File: src/rtl/rxf_pkg.sv
package rxf_pkg;
  typedef enum logic [2:0] {
    S_IDLE  = 3'd0,
    S_HDR   = 3'd1,
    S_DRAIN = 3'd2,
    S_PASS  = 3'd3,
    S_DROP  = 3'd4
  } rxf_state_e;
endpackage

File: src/rtl/rxf_regs.sv
module rxf_regs #(
  parameter int DW    = 8,
  parameter int NB    = 6,
  parameter int AW    = 8,
  parameter int A_EN  = 'h0E,
  parameter int A_DAT = 'h0F,
  parameter int A_IDX = 'h10,
  parameter int A_STB = 'h11
) (
  input  logic              clk,
  input  logic              rst,
  input  logic              wr,
  input  logic [AW-1:0]     waddr,
  input  logic [DW-1:0]     wdata,
  output logic              en,
  output logic [NB*DW-1:0]  addr_flat
);
  logic [DW-1:0] dat_q;
  logic [DW-1:0] idx_q;
  logic          stb_q;
  logic          commit;

  always_ff @(posedge clk) begin
    if (rst) begin
      en    <= 1'b0;
      dat_q <= '0;
      idx_q <= '0;
      stb_q <= 1'b0;
    end else if (wr) begin
      if (waddr == AW'(A_EN))  en    <= wdata[0];
      if (waddr == AW'(A_DAT)) dat_q <= wdata;
      if (waddr == AW'(A_IDX)) idx_q <= wdata;
      if (waddr == AW'(A_STB)) stb_q <= wdata[0];
    end
  end

  // a byte is stored only on a rising commit bit with an in-range index
  assign commit = wr && (waddr == AW'(A_STB)) && wdata[0] && !stb_q
                  && (idx_q < DW'(NB));

  for (genvar g = 0; g < NB; g++) begin : g_byte
    logic [DW-1:0] byte_q;
    always_ff @(posedge clk) begin
      if (rst)                               byte_q <= '0;
      else if (commit && idx_q == DW'(g))    byte_q <= dat_q;
    end
    assign addr_flat[g*DW +: DW] = byte_q;
  end
endmodule

File: src/rtl/rxf_match.sv
module rxf_match #(
  parameter int DW = 8,
  parameter int NB = 6,
  localparam int CW = $clog2(NB)
) (
  input  logic              clk,
  input  logic              rst,
  input  logic              start,
  input  logic              step,
  input  logic [CW-1:0]     pos,
  input  logic [DW-1:0]     data,
  input  logic [NB*DW-1:0]  addr_flat,
  output logic              hit
);
  logic [DW-1:0] snap_q [NB];
  logic          m_q;

  // running match including the byte currently presented
  assign hit = m_q && (data == snap_q[pos]);

  always_ff @(posedge clk) begin
    if (rst) begin
      m_q <= 1'b0;
      for (int i = 0; i < NB; i++) snap_q[i] <= '0;
    end else if (start) begin
      m_q <= (data == addr_flat[DW-1:0]);
      for (int i = 0; i < NB; i++) snap_q[i] <= addr_flat[i*DW +: DW];
    end else if (step) begin
      m_q <= hit;
    end
  end
endmodule

File: src/rtl/rxf_hdr_buf.sv
module rxf_hdr_buf #(
  parameter int BW = 10,
  parameter int NB = 6,
  localparam int CW = $clog2(NB)
) (
  input  logic           clk,
  input  logic           we,
  input  logic [CW-1:0]  wpos,
  input  logic [BW-1:0]  wdata,
  input  logic [CW-1:0]  rpos,
  output logic [BW-1:0]  rdata
);
  logic [BW-1:0] mem [NB];

  always_ff @(posedge clk) begin
    if (we) mem[wpos] <= wdata;
  end

  assign rdata = mem[rpos];
endmodule

File: src/rtl/rx_addr_filter.sv
module rx_addr_filter
  import rxf_pkg::*;
#(
  parameter int DW    = 8,
  parameter int NB    = 6,
  parameter int AW    = 8,
  parameter int A_EN  = 'h0E,
  parameter int A_DAT = 'h0F,
  parameter int A_IDX = 'h10,
  parameter int A_STB = 'h11
) (
  input  logic           clk,
  input  logic           rst,
  input  logic           reg_wr,
  input  logic [AW-1:0]  reg_addr,
  input  logic [DW-1:0]  reg_wdata,
  input  logic           in_valid,
  output logic           in_ready,
  input  logic           in_sof,
  input  logic           in_last,
  input  logic [DW-1:0]  in_data,
  output logic           out_valid,
  input  logic           out_ready,
  output logic           out_sof,
  output logic           out_last,
  output logic [DW-1:0]  out_data
);
  localparam int CW = $clog2(NB);
  localparam int BW = DW + 2;

  logic              en;
  logic [NB*DW-1:0]  addr_flat;
  rxf_state_e        st_q;
  logic [CW-1:0]     cnt_q;
  logic              adv, acc, emit, hit;
  logic              mt_start, mt_step, buf_we;
  logic [CW-1:0]     buf_wpos;
  logic [BW-1:0]     buf_rd;

  rxf_regs #(.DW(DW), .NB(NB), .AW(AW), .A_EN(A_EN), .A_DAT(A_DAT),
             .A_IDX(A_IDX), .A_STB(A_STB)) u_regs (
    .clk(clk), .rst(rst), .wr(reg_wr), .waddr(reg_addr), .wdata(reg_wdata),
    .en(en), .addr_flat(addr_flat)
  );

  rxf_match #(.DW(DW), .NB(NB)) u_match (
    .clk(clk), .rst(rst), .start(mt_start), .step(mt_step), .pos(cnt_q),
    .data(in_data), .addr_flat(addr_flat), .hit(hit)
  );

  rxf_hdr_buf #(.BW(BW), .NB(NB)) u_buf (
    .clk(clk), .we(buf_we), .wpos(buf_wpos),
    .wdata({in_sof, in_last, in_data}), .rpos(cnt_q), .rdata(buf_rd)
  );

  assign adv = !out_valid || out_ready;

  always_comb begin
    unique case (st_q)
      S_IDLE:  in_ready = en ? 1'b1 : adv;
      S_HDR:   in_ready = 1'b1;
      S_DRAIN: in_ready = 1'b0;
      S_PASS:  in_ready = adv;
      S_DROP:  in_ready = 1'b1;
      default: in_ready = 1'b0;
    endcase
  end

  assign acc      = in_valid && in_ready;
  assign mt_start = acc && (st_q == S_IDLE) && en;
  assign mt_step  = acc && (st_q == S_HDR);
  assign buf_we   = mt_start || mt_step;
  assign buf_wpos = (st_q == S_IDLE) ? '0 : cnt_q;
  assign emit     = (acc && ((st_q == S_IDLE && !en) || st_q == S_PASS))
                    || (st_q == S_DRAIN);

  always_ff @(posedge clk) begin
    if (rst) begin
      st_q  <= S_IDLE;
      cnt_q <= '0;
    end else begin
      unique case (st_q)
        S_IDLE: if (acc) begin
          if (!en) begin
            if (!in_last) st_q <= S_PASS;
          end else if (!in_last) begin
            st_q  <= S_HDR;
            cnt_q <= CW'(1);
          end
        end
        S_HDR: if (acc) begin
          if (cnt_q == CW'(NB-1)) begin
            cnt_q <= '0;
            if (hit)          st_q <= S_DRAIN;
            else if (in_last) st_q <= S_IDLE;
            else              st_q <= S_DROP;
          end else if (in_last) begin
            st_q  <= S_IDLE;
            cnt_q <= '0;
          end else begin
            cnt_q <= cnt_q + CW'(1);
          end
        end
        S_DRAIN: if (adv) begin
          if (cnt_q == CW'(NB-1)) begin
            cnt_q <= '0;
            st_q  <= buf_rd[DW] ? S_IDLE : S_PASS;
          end else begin
            cnt_q <= cnt_q + CW'(1);
          end
        end
        S_PASS:  if (acc && in_last) st_q <= S_IDLE;
        S_DROP:  if (acc && in_last) st_q <= S_IDLE;
        default: st_q <= S_IDLE;
      endcase
    end
  end

  always_ff @(posedge clk) begin
    if (rst) begin
      out_valid <= 1'b0;
      out_sof   <= 1'b0;
      out_last  <= 1'b0;
      out_data  <= '0;
    end else if (adv) begin
      out_valid <= emit;
      if (emit) begin
        if (st_q == S_DRAIN) {out_sof, out_last, out_data} <= buf_rd;
        else                 {out_sof, out_last, out_data} <= {in_sof, in_last, in_data};
      end
    end
  end
endmodule

File: config.mk
export PLATFORM = sky130hd
export DESIGN_NAME = rx_addr_filter
export DESIGN_NICKNAME = d
export VERILOG_FILES = /design/src/rtl/rxf_pkg.sv /design/src/rtl/rxf_regs.sv /design/src/rtl/rxf_match.sv /design/src/rtl/rxf_hdr_buf.sv /design/src/rtl/rx_addr_filter.sv
export SDC_FILE = /design/constraint.sdc
export NUM_CORES = 1
export LEC_CHECK = 0
export ABC_AREA = 0
export CAP_MARGIN = 20
export CORE_MARGIN = 2
export CORE_UTILIZATION = 49
export DETAILED_ROUTE_END_ITERATION = 10
export GPL_ROUTABILITY_DRIVEN = 0
export PLACE_DENSITY = 0.67
export RECOVER_POWER = 50
export SLEW_MARGIN = 20
export SYNTH_ARGS = -nofsm -noshare
export SYNTH_HDL_FRONTEND = slang
export SYNTH_SLANG_ARGS = --single-unit
export TNS_END_PERCENT = 10
File: constraint.sdc
create_clock -name clk -period 3.1 [get_ports clk]
set_input_delay 0.62 -clock clk [delete_from_list [all_inputs] [get_ports clk]]
set_output_delay 0.62 -clock clk [all_outputs]
set_load 0.1 [all_outputs]
==> results of run 1 <==
## power groups by stage
stage | Clock (mW) | Sequential, mW | Combinational [mW]
after global placement | 0 | 3.06 | 1.47
after global routing | 2.40 | 3.03 | 1.52
after CTS | 2.30 | 3.01 | 1.49
after floorplan | 0 | 3.40 | 0.769
final | 2.26 | 3.00 | 1.42
after detailed placement | 0 | 3.06 | 1.49
## worst min-delay path by stage
stage | startpoint | end | slack (ps)
finish | u_regs.g_byte[3].byte_q[4] | u_regs.g_byte[3].byte_q[4] | 450
global route | u_regs.g_byte[3].byte_q[4] | u_regs.g_byte[3].byte_q[4] | 460
CTS | u_regs.g_byte[3].byte_q[4] | u_regs.g_byte[3].byte_q[4] | 450
detailed placement | u_regs.g_byte[3].byte_q[4] | u_regs.g_byte[3].byte_q[4] | 440
global placement | u_regs.g_byte[3].byte_q[1] | u_regs.g_byte[3].byte_q[1] | 430
floorplan | u_regs.g_byte[3].byte_q[0] | u_regs.g_byte[3].byte_q[0] | 430
## cells in the mapped netlist (2+ instances only)
| cell | n | share of area (%) |
|---|---|---|
| dfxtp_1 | 87 | 21 |
| and2_1 | 49 | 3.7 |
| a21oi_1 | 37 | 2.3 |
| nor3_1 | 4 | 0.24 |
| buf_1 | 4 | 0.18 |
| a221oi_1 | 2 | 0.21 |
| nor3b_1 | 3 | 0.27 |
| ha_1 | 2 | 0.30 |
| nand4b_1 | 2 | 0.21 |
| or4_1 | 2 | 0.18 |
| nor4_1 | 5 | 0.38 |
| or3_1 | 4 | 0.30 |
| nor2b_1 | 5 | 0.38 |
| nand4_1 | 2 | 0.15 |
| nand2_1 | 48 | 2.2 |
| mux4_2 | 16 | 4.4 |
| buf_4 | 4 | 0.36 |
| nand2b_1 | 5 | 0.38 |
| mux2i_1 | 70 | 8.5 |
| nand3_1 | 7 | 0.43 |
| inv_1 | 6 | 0.27 |
| mux2_2 | 7 | 0.96 |
| nand3_2 | 2 | 0.24 |
| nor2_1 | 94 | 4.3 |
| edfxtp_1 | 108 | 39 |
| xnor2_1 | 7 | 0.75 |
| o21ai_0 | 3 | 0.18 |
| a211oi_1 | 21 | 1.9 |
| buf_2 | 4 | 0.24 |
| clkbuf_1 | 24 | 1.1 |
| xor2_1 | 14 | 1.5 |
| nor4b_1 | 2 | 0.21 |
## worst min-delay path: stages (launching register included)
cell and delay [ps]:
dfxtp_1 310, nand2_1 50, a21oi_1 50
## routing by layer
metal | GRT usage, % | vias to the layer above | share of wire, %
met1 | 26.2 | 2539 | 45
met3 | 4.41 | 16 | 3.7
met5 | 0 | - | 0
met2 | 34.9 | 103 | 50
met4 | 7.39 | 0 | 1.6
li1 | - | 2541 | -
## sequential cells by signal (all words and copies together) (netlist names), named ones only
name / count
out_sof: 1
u_regs.stb_q: 1
u_regs.idx_q: 8
u_buf.mem: 60
u_regs.g_byte.byte_q: 48
u_regs.en: 1
u_regs.dat_q: 8
cnt_q: 3
u_match.snap_q: 48
st_q: 3
out_data: 8
out_valid: 1
u_match.m_q: 1
out_last: 1
## per-stage QoR
step | setup slack [ps] | utilization, % | total power, mW | hold slack [ps]
6_report | 379 | 57.7 | 6.68 | 448
5_1_grt | 154 | 57.7 | 6.95 | 463
2_1_floorplan | 58.3 | - | 4.17 | 427
4_1_cts | 376 | 58.3 | 6.80 | 448
3_3_place_gp | -51.8 | 54.7 | 4.53 | 434
3_5_place_dp | -80.1 | 54.7 | 4.55 | 439
## layout by cell type (no fill, tap or decap), types with 6 or more instances in the layout
master	instances
edfxtp_1	108
nor2_1	93
dfxtp_1	86
mux2i_1	70
and2_1	49
nand2_1	47
a21oi_1	37
clkbuf_1	25
a211oi_1	21
clkbuf_16	17
clkdlybuf4s50_1	17
mux4_2	16
xor2_1	14
buf_4	14
dlygate4sd3_1	12
nand3_1	7
xnor2_1	7
mux2_2	7
inv_1	6
inv_6	6
## kinds of logic (layout without fill, tap and decap cells)
kind of cell | count (synthesis) | count (layout) | synth area share (%)
AND/OR/NAND/NOR | 244 | 244 | 14.8
flip-flops | 195 | 195 | 60.6
multiplexers | 93 | 93 | 13.9
AO/OA/AOI/OAI | 77 | 77 | 5.93
buffers and inverters | 44 | 112 | 2.34
XOR/XNOR | 21 | 21 | 2.24
adder cells (fa/ha/maj) | 2 | 2 | 0.304
## layout make-up
cell class	instances	area (um^2)
Fill cell	1355	7000
Sequential cell	195	4990
Multi-Input combinational cell	437	3060
Timing Repair Buffer	73	576
Clock buffer	18	429
Tap cell	220	275
Clock inverter	14	175
Inverter	7	26.3
==> key figures, run 1 <==
Drt
  • WL final: 17,500 um
  • Vias/cell: 5.39
  • Antenna viol nets, final: 0
  • Drt wl/cell: 18.1 um
  • Via count: 5,199
  • DRT Pass-1 Iters: 6
  • First DRT Iteration DRCs: 399
  • Residual DRC: 0

GRT
  • Vias in the first global route: 5,360
  • Global-route usage over all layers: 20.6%
  • Initial antenna violation count: 0
  • Largest net degree at the start of global routing: 67
  • First-pass GRT wire length: 28,200 um
  • Overflow after GRT: 0

Worst setup path
  • Top Family by Delay on Critical Path: simple AND/OR/NAND/NOR gates
  • Crit end category: register
  • WP depth: 8
  • Reg2Reg Setup Slack: 430 ps
  • CP startpoint: reg_addr[5]
  • WP data arrival: 3010 ps
  • Critical Path RT: 3390 ps
  • Worst R2R Path Depth: 5
  • Slowest cell on the critical path: or4b_1
  • Worst-path fanout max: 8
  • CP endpoint: u_regs.g_byte[3].byte_q[6]
  • WS Path Type: in -> reg
  • Worst path bufs/invs: 2
  • Slowest stage delay, CP: 540 ps
  • Crit-path cells: clkdlybuf4s50_1 > or4b_1 > or4_4 > nor4_4 > buf_4 > nand3_1 > nand2_1 > a21oi_1
  • Launching point of the worst reg2reg path: st_q[1]
  • Startpoint Class: input port
  • Reg-to-Reg End: u_match.snap_q[1][7]

Place
  • Post-DP HPWL: 11,600 um
  • Placed cell area: 9040 um^2
  • Placed Cells: 932
  • Port Buf Inserts: 42

Timing
  • Crit path time final: 2720 ps
  • Final setup violation count: 0
  • Setup TNS: 0 ps
  • Worst Tran Pin Value: 1170 ps
  • Count of pins over their slew limit: 0
  • Hold Fails Final Rpt: 0
  • RSZ-0062 raised after global routing: false
  • Fmax achieved: 368 MHz
  • Slew headroom: 22.2%
  • Clock skew: 11.9 ps
  • Crit share post-route: 87.8%

Power
  • Switching Share: 31.3%
  • Internal power: 4.59 mW
  • Comb pwr share: 21.3%
  • Flop pwr share: 44.9%
  • Sw power: 2.09 mW
  • Clk network pwr share: 33.8%
  • Cell area power density: 702 nW/um^2
  • Pleak: 3.46 nW
  • Peak VDD IR: 0.570 mV

Clock network
  • Clock Sinks: 195
  • CTS HTree Levels: 4
  • Total CTS buffers: 17
  • Clk Latency, worst-skew pair: 430 ps
  • Clk slew on worst S/H paths: 70 ps
  • CTS tree: done
  • Cts repair resizes: 0
  • CTS Hold Bufs: 0
  • # Post-CTS Setup Buffers: 0
  • Root buffer cell: clkbuf_16
  • CTS max path bufs: 2

Worst hold path
  • Min-delay worst type: reg -> reg
  • WHS Path Cells: 2

Floorplan
  • I/O pin cnt: 43
  • Initial core utilization: 49.8%
  • Num rows: 47
  • Core Region: 16,500 um^2
  • Die footprint: 17,800 um^2
  • DIE HEIGHT: 134 um
  • Die width: 134 um

Synthesis
  • Register bit count reported by yosys: 195
  • Warnings from Yosys: 0
  • Cells after synthesis: 676
  • Synth unique cells: 58
  • Mapped Area: 8230 um^2
  • Post-synthesis net count: 709
  • Async S/R FF share, synth: 0%
  • Sequential-to-total area share from yosys stat: 60.6%
  • Top FF cell, synth: edfxtp_1
  • Syn avg cell area: 12.2 um^2
  • Number of synthesized flops with an enable pin: 108

Job
  • Max-cap violations: 0

Final layout
  • Antenna cells: 0
  • Post-Layout Cell Count: 964
  • Area grow syn2layout: 15.8%
  • Fraction of layout cells with a size suffix above 1: 11.4%
  • Fin nets: 764
  • Final Instance Area: 9530 um^2

Run status
  • Status: completed
No activity file was read; power rests on OpenSTA's default activity.
==> run 2, diff against run 1 <==
--- a/config.mk
+++ b/config.mk
@@ -7,11 +7,12 @@
 export LEC_CHECK = 0
 export ABC_AREA = 0
 export CAP_MARGIN = 20
+export CORE_ASPECT_RATIO = 0.75
 export CORE_MARGIN = 2
 export CORE_UTILIZATION = 49
 export DETAILED_ROUTE_END_ITERATION = 10
+export DONT_BUFFER_PORTS = 1
 export GPL_ROUTABILITY_DRIVEN = 0
-export PLACE_DENSITY = 0.67
 export RECOVER_POWER = 50
 export SLEW_MARGIN = 20
 export SYNTH_ARGS = -nofsm -noshare
==> run 2 against run 1 <==
Effect of this change:
- clock skew fell by 5.0 ps
- die area barely moved
- combinational power is 34% lower
- routed wire length up 3.8%
- worst hold slack worse by 190 ps
- global-route usage is 0.91 points higher
- via count down 2.7%
- clock power decreased by 12%
- worst setup slack got worse by 41 ps
- cell count fell by 6.7%
- critical endpoint is now u_match.snap_q[1][7]
==> key figures, run 2 (synthesis gave the netlist of run 1 again) <==
GRT
  • Overflow after GRT: 0 (unchanged)
  • Initial antenna violation count: 0 (unchanged)
  • Vias in the first global route: 5,056 (-5.7%)
  • Global-route usage over all layers: 21.5% (+0.91 points)
  • First-pass GRT wire length: 28,800 um (+2.1%)
  • Largest net degree at the start of global routing: 88 (+31%)

Worst hold path
  • WHS Path Cells: 1 (-1)
  • Min-delay worst type: in -> reg

Worst setup path
  • Critical Path RT: 3140 ps (-250 ps)
  • WP depth: 5 (-3)
  • Slowest stage delay, CP: 850 ps (+310 ps)
  • Worst-path fanout max: 48 (+40)
  • Slowest cell on the critical path: buf_2
  • Startpoint Class: register
  • Worst R2R Path Depth: 5 (unchanged)
  • Crit end category: register
  • Worst path bufs/invs: 1 (-1)
  • WP data arrival: 2800 ps (-210 ps)
  • Crit-path cells: nor2_1 > nand2_1 > or2_2 > nand2_2 > buf_2
  • Top Family by Delay on Critical Path: simple AND/OR/NAND/NOR gates
  • WS Path Type: reg -> reg

Timing
  • Slew headroom: 23.2% (+0.96 points)
  • Count of pins over their slew limit: 0 (unchanged)
  • Clock skew: 6.92 ps (-5.01 ps)
  • Fmax achieved: 362 MHz (-1.5%)
  • Crit share post-route: 89.1% (+1.3 points)
  • Final setup violation count: 0 (unchanged)
  • Crit path time final: 2760 ps (+41.0 ps)
  • Hold Fails Final Rpt: 0 (unchanged)
  • Worst Tran Pin Value: 1160 ps (-14.4 ps)
  • Setup TNS: 0 ps (unchanged)
  • RSZ-0062 raised after global routing: false

Clock network
  • Clk Latency, worst-skew pair: 420 ps (about the same)
  • CTS tree: done
  • Cts repair resizes: 0 (unchanged)
  • Clk slew on worst S/H paths: 70 ps (about the same)
  • Root buffer cell: clkbuf_16
  • CTS HTree Levels: 4 (unchanged)
  • CTS Hold Bufs: 0 (unchanged)
  • Total CTS buffers: 17 (unchanged)
  • # Post-CTS Setup Buffers: 0 (unchanged)
  • Clock Sinks: 195 (unchanged)
  • CTS max path bufs: 2 (unchanged)

Floorplan
  • Num rows: 40 (-15%)
  • Initial core utilization: 50.7% (+0.95 points)
  • Die width: 154 um (+15%)
  • DIE HEIGHT: 116 um (-13%)
  • I/O pin cnt: 43 (unchanged)
  • Core Region: 16,200 um^2 (-1.9%)
  • Die footprint: 17,900 um^2 (about the same)

Final layout
  • Largest register FFs: 60 (unchanged)
  • Most flops, register: u_buf.mem
  • Fin nets: 709 (-7.2%)
  • Area grow syn2layout: 9.27%
  • Fillers: 1,435 (+5.9%)
  • Most frequent cells in the layout: 108 x edfxtp_1, 93 x nor2_1, 86 x dfxtp_1
  • Antenna cells: 0 (unchanged)
  • Fraction of layout cells with a size suffix above 1: 10.3% (-1.1 points)
  • Largest registers: u_buf.mem: 60 flops, u_match.snap_q: 48 flops, u_regs.g_byte.byte_q: 48 flops
  • Commonest non-fill, non-tap cell in the layout: edfxtp_1
  • Final Instance Area: 8990 um^2 (-5.6%)

Power
  • Sw power: 2.00 mW (-4.4%)
  • Comb pwr share: 14.9% (-6.4 points)
  • Pleak: 3.23 nW (-6.7%)
  • Switching Share: 31.6% (+0.26 points)
  • Flop pwr share: 53.6% (+8.7 points)
  • Clk network pwr share: 31.5% (-2.3 points)
  • Peak VDD IR: 0.708 mV (+24%)
  • Cell area power density: 704 nW/um^2 (+0.39%)
  • Internal power: 4.33 mW (-5.6%)

Drt
  • Via count: 5,058 (-2.7%)
  • Residual DRC: 0 (unchanged)
  • WL final: 18,100 um (+3.8%)
  • Vias/cell: 5.63 (+4.3%)
  • Drt wl/cell: 20.2 um (+11%)
  • First DRT Iteration DRCs: 427 (+7.0%)
  • DRT Pass-1 Iters: 5 (-1)
  • Antenna viol nets, final: 0 (unchanged)

Job
  • Max-cap violations: 0 (unchanged)

Place
  • Post-DP HPWL: 11,900 um (+2.6%)
  • Placed cell area: 8520 um^2 (-5.8%)
  • Port Buf Inserts: 0 (-100%)

Run status
  • Status: completed
[run 2: cell types whose count changed in the layout (fill, tap and decap cells not counted), sizes merged]
cell and change:
clkdlybuf4s50 -17, clkbuf -15, dlygate4sd3 -12, buf -9, clkinv +7, inv -6, bufinv -2, clkinvlp -1
[run 2: path summary, 6_finish.rpt]
path / start / end / slack (ps)
setup reg to reg: st_q[1] / u_match.snap_q[1][7] / 340
hold / removal: rst / u_regs.g_byte[5].byte_q[4] / 260
setup / recovery: st_q[1] / u_match.snap_q[1][7] / 340
hold reg to reg: u_regs.g_byte[3].byte_q[2] / u_regs.g_byte[3].byte_q[2] / 450
[run 2: layout make-up]
type / count / area (um^2) / area share [%]
Timing Repair Buffer: 18 / 119 / 1.32
Inverter: 7 / 26.3 / 0.292
Sequential cell: 195 / 4990 / 55.4
Clock inverter: 12 / 91.3 / 1.02
Clock buffer: 20 / 437 / 4.86
Multi-Input combinational cell: 437 / 3070 / 34.1
Tap cell: 210 / 263 / 2.92
[run 2: layer usage]
layer | routed length [um] | up-vias | GRT usage [%]
met5 | 0 | - | 0
met3 | 961 | 9 | 4.82
met2 | 7850 | 121 | 31.9
met1 | 9180 | 2495 | 32.5
li1 | - | 2433 | -
met4 | 133 | 0 | 5.14
[run 2: power groups by stage]
stage | Sequential, mW | Clock [mW] | Combinational, mW
final | 3.40 | 2.00 | 0.943
after global routing | 3.41 | 2.14 | 1.04
after CTS | 3.39 | 2.04 | 0.961
after detailed placement | 3.45 | 0 | 0.955
after global placement | 3.44 | 0 | 0.945
after floorplan | 3.40 | 0 | 0.769
[run 2: stage by stage]
stage	setup WS [ps]	hold WS [ps]	utilization [%]	total power, mW	std cells
after floorplan	58.3	427	-	4.17	676
after global placement	336	428	52.5	4.39	867
after detailed placement	263	437	52.5	4.40	867
after CTS	407	248	55.8	6.39	899
after global routing	135	238	55.5	6.59	899
final	338	263	55.5	6.33	899
